===== src/rtl/i2c_reg_seq.sv =====
`timescale 1ns/1ps
module i2c_reg_seq #(
  parameter int          RETRY_MAX  = 2,
  parameter int          IDLE_WAIT  = 1000,
  parameter logic [7:0]  DUMMY_BYTE = 8'h52
) (
  input  logic       clk,
  input  logic       rst_n,
  input  logic       req_valid,
  input  logic       req_write,
  input  logic [6:0] req_target,
  input  logic [7:0] req_reg,
  input  logic [7:0] req_wdata,
  output logic       idle,
  output logic       done,
  output logic       error,
  output logic       fatal,
  output logic [7:0] rdata,
  input  logic [1:0] strap_sel,
  input  logic       strap_override,
  output logic [7:0] scl_low,
  output logic [7:0] scl_high,
  input  logic       st_wait,
  input  logic       st_dte,
  input  logic       st_nack,
  input  logic       st_al,
  input  logic       st_busy,
  input  logic [7:0] rx_byte,
  output logic       cmd_start,
  output logic       cmd_send,
  output logic [7:0] tx_byte,
  output logic       cmd_rstart,
  output logic       cmd_to_rx,
  output logic       cmd_rx_stop,
  output logic       cmd_stop,
  output logic       cmd_disable,
  output logic       cmd_mask,
  output logic       clr_wait,
  output logic       clr_nack,
  output logic       clr_al
);
  localparam int EW = (RETRY_MAX > 0) ? $clog2(RETRY_MAX + 1) : 1;
  localparam int CW = $clog2(IDLE_WAIT + 1);

  typedef enum logic [3:0] {
    S_IDLE, S_START, S_ADDR1, S_REG, S_DATA, S_STOP, S_RSTART, S_ADDR2,
    S_TORX, S_RXSTOP, S_RXCAP, S_DRAIN, S_AL_WAIT, S_ABORT, S_FATAL
  } st_t;

  st_t           state;
  logic          wr_q, abort_rx;
  logic [6:0]    tgt_q;
  logic [7:0]    reg_q, wd_q;
  logic [EW-1:0] errs;
  logic [CW-1:0] cnt;
  logic          chk, ok_w, ok_d;

  assign idle  = (state == S_IDLE);
  assign fatal = (state == S_FATAL);
  assign chk   = state inside {S_ADDR1, S_REG, S_DATA, S_STOP, S_RSTART,
                               S_ADDR2, S_TORX, S_RXSTOP};
  assign ok_w  = !st_al && !st_nack && st_wait;
  assign ok_d  = !st_al && !st_nack && st_dte;

  always_comb begin
    scl_low  = 8'd14;
    scl_high = 8'd5;
    case (strap_sel)
      2'b00: begin scl_low = 8'd7;  scl_high = 8'd1; end
      2'b01: begin scl_low = 8'd9;  scl_high = 8'd2; end
      2'b10: begin scl_low = 8'd11; scl_high = 8'd3; end
      default: ;
    endcase
    if (strap_override) begin
      scl_low  = 8'd21;
      scl_high = 8'd7;
    end
  end

  always_comb begin
    cmd_start = 1'b0; cmd_send = 1'b0; tx_byte = '0; cmd_rstart = 1'b0;
    cmd_to_rx = 1'b0; cmd_rx_stop = 1'b0; cmd_stop = 1'b0;
    cmd_disable = 1'b0; cmd_mask = 1'b0;
    clr_wait = 1'b0; clr_nack = 1'b0; clr_al = 1'b0;
    case (state)
      S_START:  cmd_start = 1'b1;
      S_ADDR1:  if (ok_d) begin cmd_send = 1'b1; tx_byte = {tgt_q, 1'b0}; end
      S_REG:    if (ok_w) begin cmd_send = 1'b1; tx_byte = reg_q; clr_wait = 1'b1; end
      S_DATA:   if (ok_w) begin cmd_send = 1'b1; tx_byte = wd_q;  clr_wait = 1'b1; end
      S_STOP:   if (ok_w) begin cmd_stop = 1'b1; clr_wait = 1'b1; end
      S_RSTART: if (ok_w) begin cmd_rstart = 1'b1; clr_wait = 1'b1; end
      S_ADDR2:  if (ok_d) begin cmd_send = 1'b1; tx_byte = {tgt_q, 1'b1}; end
      S_TORX:   if (ok_w) begin cmd_to_rx = 1'b1; clr_wait = 1'b1; end
      S_RXSTOP: if (ok_w) begin cmd_rx_stop = 1'b1; clr_wait = 1'b1; end
      S_AL_WAIT: if (st_wait) begin
        cmd_rx_stop = abort_rx;
        cmd_stop    = !abort_rx;
        clr_wait    = 1'b1;
      end
      S_DRAIN, S_ABORT: cmd_disable = !st_busy;
      default: ;
    endcase
    if (chk && st_al) begin
      clr_al = 1'b1;
      if (state == S_ADDR1) begin cmd_send = 1'b1; tx_byte = DUMMY_BYTE; end
    end else if (chk && st_nack) begin
      cmd_rx_stop = (state == S_RXSTOP);
      cmd_stop    = (state != S_RXSTOP);
      cmd_mask    = 1'b1;
      clr_nack    = 1'b1;
    end
  end

  always_ff @(posedge clk or negedge rst_n) begin
    if (!rst_n) begin
      state <= S_IDLE; wr_q <= 1'b0; abort_rx <= 1'b0;
      tgt_q <= '0; reg_q <= '0; wd_q <= '0; errs <= '0; cnt <= '0;
      done <= 1'b0; error <= 1'b0; rdata <= '0;
    end else begin
      done  <= 1'b0;
      error <= 1'b0;
      cnt   <= '0;
      if (chk && st_al) begin
        abort_rx <= (state == S_RXSTOP);
        state    <= S_AL_WAIT;
      end else if (chk && st_nack) begin
        state <= S_ABORT;
      end else begin
        case (state)
          S_IDLE: if (req_valid) begin
            wr_q <= req_write; tgt_q <= req_target; reg_q <= req_reg;
            wd_q <= req_wdata; errs <= '0; state <= S_START;
          end
          S_START:   state <= S_ADDR1;
          S_ADDR1:   if (st_dte)  state <= S_REG;
          S_REG:     if (st_wait) state <= wr_q ? S_DATA : S_RSTART;
          S_DATA:    if (st_wait) state <= S_STOP;
          S_STOP:    if (st_wait) state <= S_DRAIN;
          S_RSTART:  if (st_wait) state <= S_ADDR2;
          S_ADDR2:   if (st_dte)  state <= S_TORX;
          S_TORX:    if (st_wait) state <= S_RXSTOP;
          S_RXSTOP:  if (st_wait) state <= S_RXCAP;
          S_RXCAP:   if (st_dte) begin rdata <= rx_byte; state <= S_DRAIN; end
          S_AL_WAIT: if (st_wait) state <= S_ABORT;
          S_DRAIN, S_ABORT: begin
            if (!st_busy) begin
              if (state == S_DRAIN) begin
                done  <= 1'b1;
                state <= S_IDLE;
              end else if (errs == EW'(RETRY_MAX)) begin
                error <= 1'b1;
                state <= S_IDLE;
              end else begin
                errs  <= errs + 1'b1;
                state <= S_START;
              end
            end else if (cnt == CW'(IDLE_WAIT - 1)) begin
              state <= S_FATAL;
            end else begin
              cnt <= cnt + 1'b1;
            end
          end
          default: ;
        endcase
      end
    end
  end
endmodule



===== config.mk =====
export PLATFORM = sky130hd
export DESIGN_NAME = i2c_reg_seq
export DESIGN_NICKNAME = d
export VERILOG_FILES = /design/src/rtl/i2c_reg_seq.sv
export SDC_FILE = /design/constraint.sdc
export NUM_CORES = 1
export LEC_CHECK = 0
export ABC_AREA = 0
export BUFFER_PORTS_ARGS = -buffer_cell sky130_fd_sc_hd__buf_2
export CAP_MARGIN = 20
export CELL_PAD_IN_SITES_DETAIL_PLACEMENT = 0
export CELL_PAD_IN_SITES_GLOBAL_PLACEMENT = 1
export CORE_AREA = 2 2 92 94
export DETAILED_ROUTE_END_ITERATION = 10
export DIE_AREA = 0 0 94 96
export PLACE_DENSITY = 0.86
export SLEW_MARGIN = 25
export SYNTH_ARGS = -nofsm -noshare
export SYNTH_HDL_FRONTEND = slang
export SYNTH_SLANG_ARGS = --single-unit

===== constraint.sdc =====
create_clock -name clk -period 1.9 [get_ports clk]
set_input_delay 0.19 -clock clk [delete_from_list [all_inputs] [get_ports clk]]
set_output_delay 0.19 -clock clk [all_outputs]
set_load 0.01 [all_outputs]

==> qor.csv <==
metric,value,unit
insertion_delay,0.30,ns
async_flop_share,1.00,
combPwrFrac,0.526,
synth-simple-area-share,0.183,
die_w,94,µm
grt_pass1_vias,2482,
track_usage,0.170,
synth_adder_area_share,0.0199,
crit_fanout,9,
synth_top_family_by_area,simple AND/OR/NAND/NOR gates,
fin_util,0.498,
p_sw_frac,0.373,
final_area,0.00401,mm²
via_per_inst,5.02,
worst_setup_path_end_kind,register,
pre_cts_ws,-0.000659,ns
yosysWarnings,0,
placed_area,0.00375,mm²
synth.avg_cell_area,10.3,µm²
dieArea,0.00902,mm²
io_pins,90,
dpl.hpwl,5620,µm
crit_type,reg -> reg,
synth_compound_area_frac,0.129,
fin_crit,2.00,ns
rr_worst_depth,5,
drtPass1Iterations,4,
finalNonFillerCells,515,
p_leak,0.00199,µW
synth_edf_count,0,
grt_antenna_before_repair,0,
pwr-share-seq,0.351,
clockRootBuffer,clkbuf_8,
dp_cells,496,
min_path_type,in -> reg,
max_freq,499,MHz
drive_above_1_share,0.463,
synth.distinct_cells,62,
grt_max_degree,29,
hold_ws,0.108,ns
synth_flop_cell,dfrtp_1,
synth_xor_area_frac,0.0334,
netlist_top_cells_area,"dfrtp_1 (41%), mux2_4 (8.6%), mux2_2 (5.4%)",
first_iter_violations,179,
area_growth,27.6,%
ys_seq_area_frac,0.406,
synth_commonest_cells,"dfrtp_1 (51), nor2_1 (26), nand2_1 (23), mux2_4 (18), mux2_2 (15)",
portBuffers,81,
violations,setup timing,
drt.antenna.violating_nets,0,
p_per_area,1250,mW/mm²
finalCritPeriodShare,1.05,
initial_utilization,0.390,
synth.area.mux_share,0.156,
hold_violations,0,
required,2.10,ns
worstPathArrival,2.20,ns
cts_buffers,5,
wl_per_cell,14.7,µm
setup_viol,35,
clockBufferDepth,2,
drc,0,
synth_top_area_frac,0.406,
cts_tree,done,
worst_slew_pin_slew,0.598,ns
diodes,0,
clock_skew,0.00866,ns
p_clk_frac,0.124,
coreArea,0.00805,mm²
slew_headroom,0.602,
globalplace.congestion,0.910,
p_sw,1870,µW
syn_area,0.00314,mm²
yosysMostFrequentCell,dfrtp_1,
rsz0062_at_grt,yes,
hold_depth,2,
fin_ws,-0.102,ns
nNetsFinal,457,
cp-start-kind,register,
vdd_drop_max,535,µV
synth_area_leader_cell,dfrtp_1,
maxSlewViolCount,0,
rows,33,
via_count,2585,
totalWireLength,7560,µm
grt_pass1_wl,12100,µm
path_clk_slew,0.09,ns
p_int,3140,µW
syn_inst,304,
cts.sinks,51,
htree_levels,2,
grt_overflow,0,
maxCapViolCount,0,
status,"complete, but fails checks",
die_h,96,µm
ys_seq_elements,51,
-- power groups by stage --
| stage | clock network (µW) | registers [µW] | logic [µW] |
|---|---|---|---|
| 3_3_place_gp | 0 | 1760 | 2260 |
| 3_5_place_dp | 0 | 1780 | 2300 |
| 4_1_cts | 654 | 1750 | 2430 |
| 5_1_grt | 688 | 1810 | 2870 |
| 2_1_floorplan | 0 | 1690 | 1660 |
| 6_report | 620 | 1760 | 2630 |
-- final timing paths --
path | slack, ns | end | start
setup / recovery | -0.10 | state[0] | state[0]
hold / removal | 0.11 | wd_q[5] | req_wdata[5]
setup reg to reg | -0.10 | state[0] | state[0]
hold reg to reg | 0.49 | cnt[0] | cnt[0]
max in group asynchronous | 0.93 | wd_q[3] | rst_n
min in group asynchronous | 0.41 | abort_rx | rst_n
-- stage by stage --
stage	TNS, ns	total power (µW)
after floorplan	0	3340
after global placement	0	4020
after detailed placement	-0.000659	4080
after CTS	-0.340	4830
after global routing	-3.81	5370
final	-1.61	5010
-- registers in the layout, summed over array words and instances (netlist names) --
| signal | count |
|---|---|
| done | 1 |
| abort_rx | 1 |
| wr_q | 1 |
| state | 4 |
| cnt | 10 |
| rdata | 8 |
| wd_q | 8 |
| errs | 2 |
| tgt_q | 7 |
| reg_q | 8 |
| error | 1 |
-- cells by family after synthesis --
family          after synthesis
simple gates                105
compound gates               55
flops                        51
mux                          38
buf+inv                      37
xor+xnor                     12
fa+ha+maj                     5
other cells                   1
-- worst max-delay path, stage by stage (launching register included) --
cell and delay [ns]:
dfrtp_2 0.52, buf_4 0.18, or4_4 0.51, o21a_1 0.23, nand4_1 0.13, mux2_4 0.31
-- layout by cell type (no fill, tap or decap), types with 8 or more instances in the layout --
master    instances
buf_2            81
dfrtp_1          47
buf_4            28
nor2_1           23
nand2_1          22
mux2_4           19
mux2_2           14
o21ai_0          10
inv_1             9
nand3_1           9
nand2b_1          8
conb_1            8
-- metal layers --
metal | vias to the layer above | global-route usage | part of all wire
li1 | 1270 | - | -
met1 | 1227 | 0.237 | 0.47
met2 | 81 | 0.270 | 0.47
met3 | 7 | 0.0352 | 0.053
met4 | 0 | 0.0471 | 0.0090
met5 | - | 0 | 0
-- timing repair --
item | 4_1_cts | 5_1_grt
endpoints found under the setup margin | 19 | 35
gates resized for setup | 15 | 14
hold buffers | 1 | 0
pin swaps | 2 | 7
setup buffers | 5 | 5
endpoints found under the hold margin | 23 | 0
-- final cells by class --
type | instances | area [µm²]
repair buffers | 118 | 742
fillers | 739 | 4040
clock inverters | 3 | 20.0
multi-input cells | 223 | 1730
clock buffers | 5 | 68.8
flip-flops and latches | 51 | 1280
inverters | 10 | 40.0
well taps | 105 | 131
(Power assumes the default switching activity.)
